<file path="src/rtl/cos_pkg.sv">
package cos_pkg;
  // Word addresses of the register file
  localparam int unsigned REG_IN   = 0;
  localparam int unsigned REG_RISE = 1;
  localparam int unsigned REG_FALL = 2;
  localparam int unsigned REG_STAT = 3;
  localparam int unsigned REG_CTRL = 4;

  // Control register bit positions
  localparam int unsigned CTRL_MODE_BIT = 1;
  localparam int unsigned CTRL_EN_BIT   = 2;

  typedef enum logic {
    MODE_ANY_EDGE  = 1'b0,
    MODE_ALL_LEVEL = 1'b1
  } combine_e;
endpackage

</file>
<file path="src/rtl/cos_sync.sv">
module cos_sync #(
  parameter int unsigned W      = 32,
  parameter int unsigned STAGES = 2
) (
  input  logic         clk,
  input  logic         rst,
  input  logic [W-1:0] d,
  output logic [W-1:0] q
);
  logic [W-1:0] stg_q [STAGES];

  always_ff @(posedge clk) begin
    if (rst) begin
      for (int i = 0; i < int'(STAGES); i++) stg_q[i] <= '0;
    end else begin
      stg_q[0] <= d;
      for (int i = 1; i < int'(STAGES); i++) stg_q[i] <= stg_q[i-1];
    end
  end

  assign q = stg_q[STAGES-1];
endmodule

</file>
<file path="src/rtl/cos_detect.sv">
module cos_detect
  import cos_pkg::*;
#(
  parameter int unsigned N = 16
) (
  input  logic         clk,
  input  logic         rst,
  input  logic [N-1:0] smp,
  input  logic [N-1:0] hi_mask,
  input  logic [N-1:0] lo_mask,
  input  logic         active,
  input  combine_e     mode,
  output logic         fire
);
  logic [N-1:0] prev_q;
  logic         armed_q;
  logic [N-1:0] chan_ok;
  logic [N-1:0] rise_hit;
  logic [N-1:0] fall_hit;
  logic         edge_hit;
  logic         sel_any;
  logic         lvl_true;
  logic         lvl_mode;

  // Per-channel level qualification: a channel is satisfied when it is
  // either unselected or sitting at the level its mask demands.
  for (genvar g = 0; g < int'(N); g++) begin : g_chan
    assign chan_ok[g] = (~hi_mask[g] | smp[g]) & (~lo_mask[g] | ~smp[g]);
  end

  assign rise_hit = smp & ~prev_q & hi_mask;
  assign fall_hit = ~smp & prev_q & lo_mask;
  assign edge_hit = |(rise_hit | fall_hit);
  assign sel_any  = |(hi_mask | lo_mask);
  assign lvl_true = sel_any & (&chan_ok);
  assign lvl_mode = (mode == MODE_ALL_LEVEL);

  always_comb begin
    if (!active)       fire = 1'b0;
    else if (lvl_mode) fire = lvl_true & armed_q;
    else               fire = edge_hit;
  end

  always_ff @(posedge clk) begin
    if (rst) begin
      prev_q  <= '0;
      armed_q <= 1'b1;
    end else begin
      prev_q <= smp;
      if (active && lvl_mode) armed_q <= ~lvl_true;
      else                    armed_q <= 1'b1;
    end
  end
endmodule

</file>
<file path="src/rtl/cos_status.sv">
module cos_status #(
  parameter int unsigned N = 16
) (
  input  logic         clk,
  input  logic         rst,
  input  logic         fire,
  input  logic [N-1:0] snap_in,
  input  logic         clr,
  output logic         pend,
  output logic [N-1:0] snap
);
  always_ff @(posedge clk) begin
    if (rst) begin
      pend <= 1'b0;
      snap <= '0;
    end else if (fire) begin
      // a new event wins over a concurrent clear
      pend <= 1'b1;
      snap <= snap_in;
    end else if (clr) begin
      pend <= 1'b0;
      snap <= '0;
    end
  end
endmodule

</file>
<file path="src/rtl/cos_irq_ctrl.sv">
module cos_irq_ctrl
  import cos_pkg::*;
#(
  parameter int unsigned DATA_W = 32,
  parameter int unsigned IRQ_N  = 16,
  parameter int unsigned ADDR_W = 3,
  parameter int unsigned SYNC_N = 2
) (
  input  logic              clk,
  input  logic              rst,
  input  logic [ADDR_W-1:0] bus_addr,
  input  logic              bus_wr,
  input  logic [DATA_W-1:0] bus_wdata,
  input  logic              bus_rd,
  output logic [DATA_W-1:0] bus_rdata,
  input  logic [DATA_W-1:0] pins_in,
  output logic              irq_o
);
  localparam int unsigned STAT_PAD = DATA_W - IRQ_N;

  logic [DATA_W-1:0] pin_s;
  logic [DATA_W-1:0] rise_q;
  logic [DATA_W-1:0] fall_q;
  logic              en_q;
  combine_e          mode_q;
  logic              fire_w;
  logic              pend_w;
  logic [IRQ_N-1:0]  snap_w;
  logic              stat_rd;
  logic [DATA_W-1:0] rd_mux;
  logic [DATA_W-1:0] rdata_q;
  logic              irq_q;

  cos_sync #(.W(DATA_W), .STAGES(SYNC_N)) u_sync (
    .clk (clk),
    .rst (rst),
    .d   (pins_in),
    .q   (pin_s)
  );

  cos_detect #(.N(IRQ_N)) u_det (
    .clk     (clk),
    .rst     (rst),
    .smp     (pin_s[IRQ_N-1:0]),
    .hi_mask (rise_q[IRQ_N-1:0]),
    .lo_mask (fall_q[IRQ_N-1:0]),
    .active  (en_q),
    .mode    (mode_q),
    .fire    (fire_w)
  );

  assign stat_rd = bus_rd && (bus_addr == ADDR_W'(REG_STAT));

  cos_status #(.N(IRQ_N)) u_stat (
    .clk     (clk),
    .rst     (rst),
    .fire    (fire_w),
    .snap_in (pin_s[IRQ_N-1:0]),
    .clr     (stat_rd),
    .pend    (pend_w),
    .snap    (snap_w)
  );

  // Register writes
  always_ff @(posedge clk) begin
    if (rst) begin
      rise_q <= '0;
      fall_q <= '0;
      en_q   <= 1'b0;
      mode_q <= MODE_ANY_EDGE;
    end else if (bus_wr) begin
      case (bus_addr)
        ADDR_W'(REG_RISE): rise_q <= bus_wdata;
        ADDR_W'(REG_FALL): fall_q <= bus_wdata;
        ADDR_W'(REG_CTRL): begin
          en_q   <= bus_wdata[CTRL_EN_BIT];
          mode_q <= combine_e'(bus_wdata[CTRL_MODE_BIT]);
        end
        default: ;
      endcase
    end
  end

  // Read multiplexer
  always_comb begin
    rd_mux = '0;
    case (bus_addr)
      ADDR_W'(REG_IN):   rd_mux = pin_s;
      ADDR_W'(REG_RISE): rd_mux = rise_q;
      ADDR_W'(REG_FALL): rd_mux = fall_q;
      ADDR_W'(REG_STAT): rd_mux = {{STAT_PAD{1'b0}}, snap_w};
      ADDR_W'(REG_CTRL): begin
        rd_mux[CTRL_EN_BIT]   = en_q;
        rd_mux[CTRL_MODE_BIT] = mode_q;
      end
      default: rd_mux = '0;
    endcase
  end

  always_ff @(posedge clk) begin
    if (rst) begin
      rdata_q <= '0;
      irq_q   <= 1'b0;
    end else begin
      if (bus_rd) rdata_q <= rd_mux;
      irq_q <= pend_w & en_q;
    end
  end

  assign bus_rdata = rdata_q;
  assign irq_o     = irq_q;
endmodule

</file>
<file path="config.mk">
export PLATFORM = sky130hd
export DESIGN_NAME = cos_irq_ctrl
export DESIGN_NICKNAME = d
export VERILOG_FILES = /design/src/rtl/cos_pkg.sv /design/src/rtl/cos_sync.sv /design/src/rtl/cos_detect.sv /design/src/rtl/cos_status.sv /design/src/rtl/cos_irq_ctrl.sv
export SDC_FILE = /design/constraint.sdc
export NUM_CORES = 1
export LEC_CHECK = 0
export BUFFER_PORTS_ARGS = -buffer_cell sky130_fd_sc_hd__buf_2
export CORE_ASPECT_RATIO = 0.5
export CORE_MARGIN = 2
export CORE_UTILIZATION = 55
export CTS_BUF_LIST = sky130_fd_sc_hd__clkbuf_8
export DETAILED_ROUTE_END_ITERATION = 10
export GPL_TIMING_DRIVEN = 1
export HOLD_SLACK_MARGIN = 0.05
export PLACE_DENSITY = 0.88
export SETUP_SLACK_MARGIN = 0.1
export SYNTH_ARGS = -nofsm -noshare
export SYNTH_HDL_FRONTEND = slang
export SYNTH_SLANG_ARGS = --single-unit
</file>
<file path="constraint.sdc">
create_clock -name clk -period 5.2 [get_ports clk]
set_input_delay 1.04 -clock clk [delete_from_list [all_inputs] [get_ports clk]]
set_output_delay 1.04 -clock clk [all_outputs]
set_load 0.005 [all_outputs]
</file>
==> results of run 1 <==
## kinds of logic after synthesis
kind of cell / Yosys count / synth area share, %
AND/OR/NAND/NOR: 379 / 25.07
flip-flops: 197 / 51.83
AO/OA/AOI/OAI: 127 / 8.813
multiplexers: 67 / 11.54
buffers and inverters: 53 / 2.746
## Yosys cell counts, drive strengths merged (8+ instances only)
master    n  share of area [%]
mux4     15                4.4
nor4     12                1.1
nand4     8               0.66
and2     18                1.5
o21ai    21                1.4
a21oi    95                6.2
mux2i    36                4.7
nand2   162                8.0
dfxtp   197                 52
nor2     38                1.9
mux2     16                2.4
clkbuf   47                2.3
nor2b   113                9.3
nand3b   21                2.1
## registers in the layout (all words and copies together), names as in the netlist
name and cells:
u_sync.stg_q 64, bus_rdata 32, fall_q 32, rise_q 32, u_det.prev_q 16, u_stat.snap 16
en_q 1, irq_o 1, mode_q 1, u_det.armed_q 1, u_stat.pend 1
## where the power goes
group	internal [mW]	switching (mW)	total (mW)
Clock	0.501	0.528	1.03
Combinational	0.0764	0.105	0.182
Sequential	1.55	0.0263	1.57
## metal layers
| metal | track usage (%) | share of wire [%] | up-vias |
|---|---|---|---|
| met2 | 43.35 | 48 | 239 |
| met3 | 4.952 | 6.9 | 35 |
| met4 | 9.790 | 1.9 | 0 |
| met5 | 0 | 0 | - |
| met1 | 32.54 | 43 | 2960 |
| li1 | - | - | 2907 |
## stage by stage
step                setup slack, ns  std cells  cell area, um2
floorplan                     2.742        823            7610
global placement              1.997       1058            8205
detailed placement            1.876       1058            8205
CTS                           2.346       1090            8622
global route                  2.160       1090            8622
finish                        2.309       1090            8622
## layout make-up
type | count | area, um2 | area share, %
Timing Repair Buffer | 111 | 578.1 | 6.704
Tap cell | 176 | 220.2 | 2.554
Clock inverter | 13 | 155.1 | 1.799
Multi-Input combinational cell | 573 | 3460 | 40.12
Sequential cell | 197 | 3944 | 45.74
Clock buffer | 19 | 261.5 | 3.033
Inverter | 1 | 3.754 | 0.04354
## final timing paths
check                                          from                   to  slack (ns)  depth (start not counted)
worst max-delay path            u_sync.stg_q[0][34]       u_stat.snap[2]        2.31                          6
worst min-delay path            u_sync.stg_q[0][20]  u_sync.stg_q[0][52]        0.44                          1
worst max register to register  u_sync.stg_q[0][34]       u_stat.snap[2]        2.31                          6
worst min register to register  u_sync.stg_q[0][20]  u_sync.stg_q[0][52]        0.44                          1
==> results.cfg, run 1 <==
[cts]
cts_resized = 0
ctsHtreeMaxLevel = 4
post-cts-setup-buffer-count = 0
clk_latency_ns = 0.46
cts.path.max_buffers = 2
holdBufCountCts = 0
path_clk_slew_ns = 0.10
cts_buffers = 17
cts_root_buffer = clkbuf_8
numClockSinks = 197
tritoncts = built

[finish]
layout_common_cells = 197 x dfxtp_1, 162 x nand2_1, 112 x nor2b_1, 102 x buf_2, 95 x a21oi_1
fillers = 1081
fin_nets = 972
drive_above_1_share_pct = 19.04
layout_commonest_cell = dfxtp_1
final_util_pct = 63.81
antenna_cells = 0
area_growth_pct = 13.30

[floorplan]
ios = 104
fp.dieH_um = 87.18
die-area_um2 = 14850
num_rows = 30
core_area_um2 = 13510
dieWidth_um = 170.4
start_util_pct = 56.31

[timing]
fin_crit_sh_pct = 55.60
hold_viol = 0
finalClockSkew_ns = 0.01298
worst_pin_slew_ns = 1.197
slew_viol_final = 0
fin_hold_ws_ns = 0.4416
relSlewSlack_pct = 19.99
tns_ns = 0
setup_violations = 0
grt_setup_unrepaired = no
period_needed_ns = 2.891
fmax_mhz = 345.9

[critical_path]
startpoint_type = flip-flop
slowest_stage = a211oi_4
worstPathCellList = mux2i_1 > nand4_1 > nor4_2 > nand3b_1 > a211oi_4 > mux2_2
cp_top_family = compound AO/OA/AOI/OAI gates
crit_buf_inv = 0
arrival_ns = 3.24
critical_path.endpoint_type = flip-flop
crit_required_ns = 5.55
cp_max_fo = 16
slowest_delay_ns = 0.88
path_class = flip-flop to flip-flop

[drt]
via_per_inst = 5.634
avgRoutedWirePerCell_um = 16.71
drtIter0Drc = 639
ant_nets = 0
wl_um = 18210
detail_route.drc_violations = 0
vias = 6141
drt-pass1-iter-count = 5

[pwr]
leakage_nw = 3.377
p_per_area_nw_per_um2 = 323.0
fin_total_pwr_mw = 2.785
vdd_drop_max_mv = 0.1432

[job]
drv_cap = 0

[logic_synthesis]
syn_avg_cell_area_um2 = 9.246
seq_area_frac_synth_pct = 51.83
syn_nets = 894
yosysUniqueCellTypes = 33
synth_seq_cells = 197
synth_area_um2 = 7610
ys.flop_type = dfxtp_1
synthArstFlopShare_pct = 0
syn_inst = 823
yosysWarnings = 0
synth_edf_count = 0

[grt]
grt_max_degree = 97
grt_pass1_wl_um = 29550
gr-total-overflow = 0
grt_pass1_vias = 6052
grt_usage_pct = 25.45
antenna_found_initial = 0

[place]
gp_congestion = 0.9376
dp_hpwl_um = 11720
io_buffers = 103

[hold_path]
hold_path_class = flip-flop to flip-flop

[status]
outcome = completed
Power figures use the tool's default switching activity.
==> inputs of run 2 (changes only) <==
- CORE_UTILIZATION: 55 -> 54
- PLACE_DENSITY: 0.88 -> 0.9
- clock period: 5.2 -> 2.5 ns (I/O delays scaled with it)
==> run 2 against run 1 <==
  * Clock skew increased by 0.010 ns
  * Clock power up 88%
  * Sequential power is 110% higher
  * Design area increased by 1.8%
  * First-iteration DRC count is 25% lower
  * Register-to-register slack worse by 2.1 ns
  * Hold slack got worse by 0.20 ns
  * Critical path type unchanged
  * Clock-buffer cell count is the same
==> results.cfg, run 2 (same netlist as run 1, synthesis figures left out) <==
[status]
outcome = completed

[floorplan]
start_util_pct = 55.70
core_area_um2 = 13660
fp.dieH_um = 87.94
num_rows = 30
die-area_um2 = 15120
dieWidth_um = 171.9
ios = 104

[place]
dp_hpwl_um = 12450
placed_cell_area_um2 = 8381
io_buffers = 103
gp_congestion = 0.9214
dp.cells = 1088

[cts]
ctsHtreeMaxLevel = 4
numClockSinks = 197
cts_buffers = 17
clk_latency_ns = 0.46
holdBufCountCts = 0
cts.path.max_buffers = 2
tritoncts = built
cts_root_buffer = clkbuf_8
path_clk_slew_ns = 0.11

[timing]
relSlewSlack_pct = 64.41
fin_crit_sh_pct = 92.07
period_needed_ns = 2.302
grt_setup_unrepaired = no
tns_ns = 0
hold_viol = 0
setup_violations = 0
finalClockSkew_ns = 0.02345
fin_hold_ws_ns = 0.2394
worst_pin_slew_ns = 0.5290
slew_viol_final = 0
fmax_mhz = 434.5

[pwr]
seqPwrFrac_pct = 58.2
leakage_nw = 3.426
p_clk_share_pct = 34.6
p_comb_share_pct = 7.2
fin_total_pwr_mw = 5.619
p_per_area_nw_per_um2 = 640.3
intPower_mw = 4.173
netSwitchingPower_mw = 1.446
power.share.switching_pct = 25.73
vdd_drop_max_mv = 0.2910

[finish]
fillers = 1121
stdcell_count = 1122
top_register = u_sync.stg_q
fin_nets = 987
seq_area_um2 = 3950
area_growth_pct = 15.32
final_area_um2 = 8776
largest_register_ffs = 64
drive_above_1_share_pct = 21.31
layout_commonest_cell = dfxtp_1
layout_common_cells = 192 x dfxtp_1, 162 x nand2_1, 112 x nor2b_1, 102 x buf_2, 95 x a21oi_1
multi_input_area_um2 = 3463

[grt]
grt_usage_pct = 25.45
grt_pass1_wl_um = 29730
grt_pass1_vias = 5903
antenna_found_initial = 0
grt_max_degree = 94
gr-total-overflow = 0

[critical_path]
cp_max_fo = 7
startpoint_type = flip-flop
crit_required_ns = 2.85
path_class = flip-flop to flip-flop
arrival_ns = 2.65
critical_path.endpoint_type = flip-flop

[job]
drv_cap = 0

[drt]
avgRoutedWirePerCell_um = 16.55
ant_nets = 0
detail_route.drc_violations = 0
wl_um = 18570
drt-pass1-iter-count = 7
via_per_inst = 5.531
vias = 6206
drtIter0Drc = 478

[hold_path]
hold_path_class = input pin to flip-flop
## run 2: timing repair
| item | 4_1_cts | 5_1_grt |
|---|---|---|
| endpoints found under the setup margin | 7 | 16 |
| gates resized for setup | 2 | 4 |
| pin swaps | 0 | 2 |
| setup buffers | 0 | 1 |
## run 2: cell type report
cell class              count  share of cell area, %
clock inverters            13                  1.297
clock buffers              19                  2.980
flip-flops and latches    197                  45.01
repair buffers            126                  8.440
multi-input cells         573                  39.46
well taps                 192                  2.737
diodes                      1                0.02851
inverters                   1                0.04277
## run 2: path summary, 6_finish.rpt
check	from	endpoint	slack (ns)	cells past startpoint
worst min register to register	u_sync.stg_q[0][14]	u_sync.stg_q[0][46]	0.43	1
worst max register to register	u_sync.stg_q[0][42]	u_stat.snap[12]	0.20	7
worst min-delay path	pins_in[7]	u_sync.stg_q[0][7]	0.24	2
worst max-delay path	u_sync.stg_q[0][42]	u_stat.snap[12]	0.20	7
## run 2: through the flow
step,setup slack [ns],util (%)
final,0.1983,64.23
after global routing,0.1248,64.21
after CTS,0.1558,64.12
after detailed placement,0.1204,61.34
after global placement,0.1968,61.34
after floorplan,0.3354,-
## run 2: metal layers
layer,part of all wire [%],track usage (%),vias to the layer above
met5,0,0,-
met4,1.9,8.785,0
met3,7.8,5.197,35
met2,47,43.01,248
met1,43,33.11,2975
li1,-,-,2948
## run 2: worst max-delay path, stage by stage (launching register included)
cell	delay, ns
dfxtp_1	0.41
mux2i_1	0.29
nand4_1	0.15
nor4_2	0.29
nand3b_1	0.19
a211oi_4	0.30
buf_4	0.22
mux2_2	0.34
## run 2: power by group through the flow
stage | combinational [mW] | clock (mW) | sequential, mW
after floorplan | 0.243 | 0 | 3.33
after global placement | 0.387 | 0 | 3.34
after detailed placement | 0.398 | 0 | 3.34
after CTS | 0.400 | 1.97 | 3.27
after global routing | 0.440 | 2.11 | 3.28
final | 0.405 | 1.94 | 3.27
==> inputs of run 3 (changes only) <==
- CORE_UTILIZATION: 54 -> 55
- PLACE_DENSITY: 0.9 -> 0.88
- clock period: 2.5 -> 2.56 ns (I/O delays scaled with it)
==> run 3 against run 2 <==
  * Cell count down 1.9%
  * Largest power group unchanged
  * Combinational power fell by 2%
  * Largest cell class unchanged
  * Critical endpoint is now u_stat.snap[7]
  * Sequential power fell by 2%
==> results.cfg, run 3 (same netlist as run 1, synthesis figures left out) <==
[finish]
drive_above_1_share_pct = 20.97
layout_commonest_cell = dfxtp_1
fin_nets = 983
fillers = 1065
largest_register_ffs = 64
layout_common_cells = 192 x dfxtp_1, 162 x nand2_1, 112 x nor2b_1, 102 x buf_2, 95 x a21oi_1
top_register = u_sync.stg_q
area_growth_pct = 15.03
stdcell_count = 1101
antenna_cells = 0

[grt]
grt_usage_pct = 25.27
grt_pass1_wl_um = 29280
grt_pass1_vias = 5913
grt_max_degree = 116
antenna_found_initial = 0
gr-total-overflow = 0

[timing]
finalClockSkew_ns = 0.01807
worst_pin_slew_ns = 0.8526
tns_ns = 0
fin_crit_sh_pct = 91.50
grt_setup_unrepaired = no
fmax_mhz = 426.9
relSlewSlack_pct = 43.16
setup_violations = 0
fin_hold_ws_ns = 0.2592
slew_viol_final = 0
period_needed_ns = 2.342
hold_viol = 0

[drt]
avgRoutedWirePerCell_um = 16.51
drtIter0Drc = 563
drt-pass1-iter-count = 5
wl_um = 18180
via_per_inst = 5.545
detail_route.drc_violations = 0
vias = 6105
ant_nets = 0

[critical_path]
cp_max_fo = 14
startpoint_type = flip-flop
critical_path.endpoint_type = flip-flop
arrival_ns = 2.69
crit_required_ns = 2.90
path_class = flip-flop to flip-flop

[cts]
tritoncts = built
cts.path.max_buffers = 2
path_clk_slew_ns = 0.11
cts_buffers = 17
ctsHtreeMaxLevel = 4
cts_root_buffer = clkbuf_8
numClockSinks = 197
clk_latency_ns = 0.45

[floorplan]
die-area_um2 = 14850
fp.dieH_um = 87.18
ios = 104
dieWidth_um = 170.4
start_util_pct = 56.31
core_area_um2 = 13510
num_rows = 30

[place]
gp_congestion = 0.9203
io_buffers = 103
dp_hpwl_um = 11950
dp.cells = 1068

[job]
drv_cap = 0

[hold_path]
hold_path_class = input pin to flip-flop

[pwr]
vdd_drop_max_mv = 0.3706
leakage_nw = 3.422
p_per_area_nw_per_um2 = 634.6

[status]
outcome = completed
==> run 3: per-stage QoR <==
step	total power, mW	cell area [um2]	util [%]	setup WS, ns
after floorplan	3.485	7610	-	0.3954
after global placement	3.637	8330	61.65	0.2543
after detailed placement	3.648	8330	61.65	0.1592
after CTS	5.562	8723	64.56	0.1127
after global routing	5.738	8753	64.78	0.08881
final	5.555	8753	64.78	0.2176
==> run 3: critical path: stages, from the launching register on <==
cell      delay (ns)
dfxtp_1         0.42
mux2i_1         0.24
nand4_1         0.16
nor4_2          0.35
nand3b_1        0.19
a211oi_4        0.30
buf_12          0.20
mux2_2          0.36
==> run 3: worst paths after layout <==
check / from / end / slack (ns) / depth (start not counted)
worst max-delay path: u_sync.stg_q[0][41] / u_stat.snap[7] / 0.22 / 7
worst max register to register: u_sync.stg_q[0][41] / u_stat.snap[7] / 0.22 / 7
worst min register to register: u_sync.stg_q[0][18] / u_sync.stg_q[0][50] / 0.44 / 1
worst min-delay path: pins_in[28] / u_sync.stg_q[0][28] / 0.26 / 2
==> run 3: layout make-up <==
type                    instances  area [um2]  area share (%)
flip-flops and latches        197        3950           45.13
multi-input cells             573        3463           39.57
repair buffers                122       723.2           8.262
clock buffers                  18       247.7           2.830
well taps                     176       220.2           2.516
clock inverters                14       145.1           1.658
inverters                       1       3.754         0.04288
==> run 3: per-layer routing <==
metal | GRT usage, % | vias to the layer above | wire length, um
met1 | 32.44 | 2929 | 8036
li1 | - | 2929 | -
met3 | 4.634 | 30 | 1177
met2 | 43.72 | 217 | 8676
met5 | 0 | - | 0
met4 | 8.392 | 0 | 290
==> run 3: what timing repair did <==
item / CTS / global route
setup buffers: 0 / 1
hold buffers: 0 / 0
endpoints found under the setup margin: 0 / 14
gates resized for setup: 0 / 9
==> run 3: report_power, final <==
part | leakage, nW | total [mW] | internal [mW] | switching [mW]
Clock | 0.195 | 1.96 | 0.826 | 1.14
Combinational | 1.62 | 0.396 | 0.173 | 0.222
Sequential | 1.61 | 3.19 | 3.14 | 0.0500
Total | 3.42 | 5.55 | 4.14 | 1.41
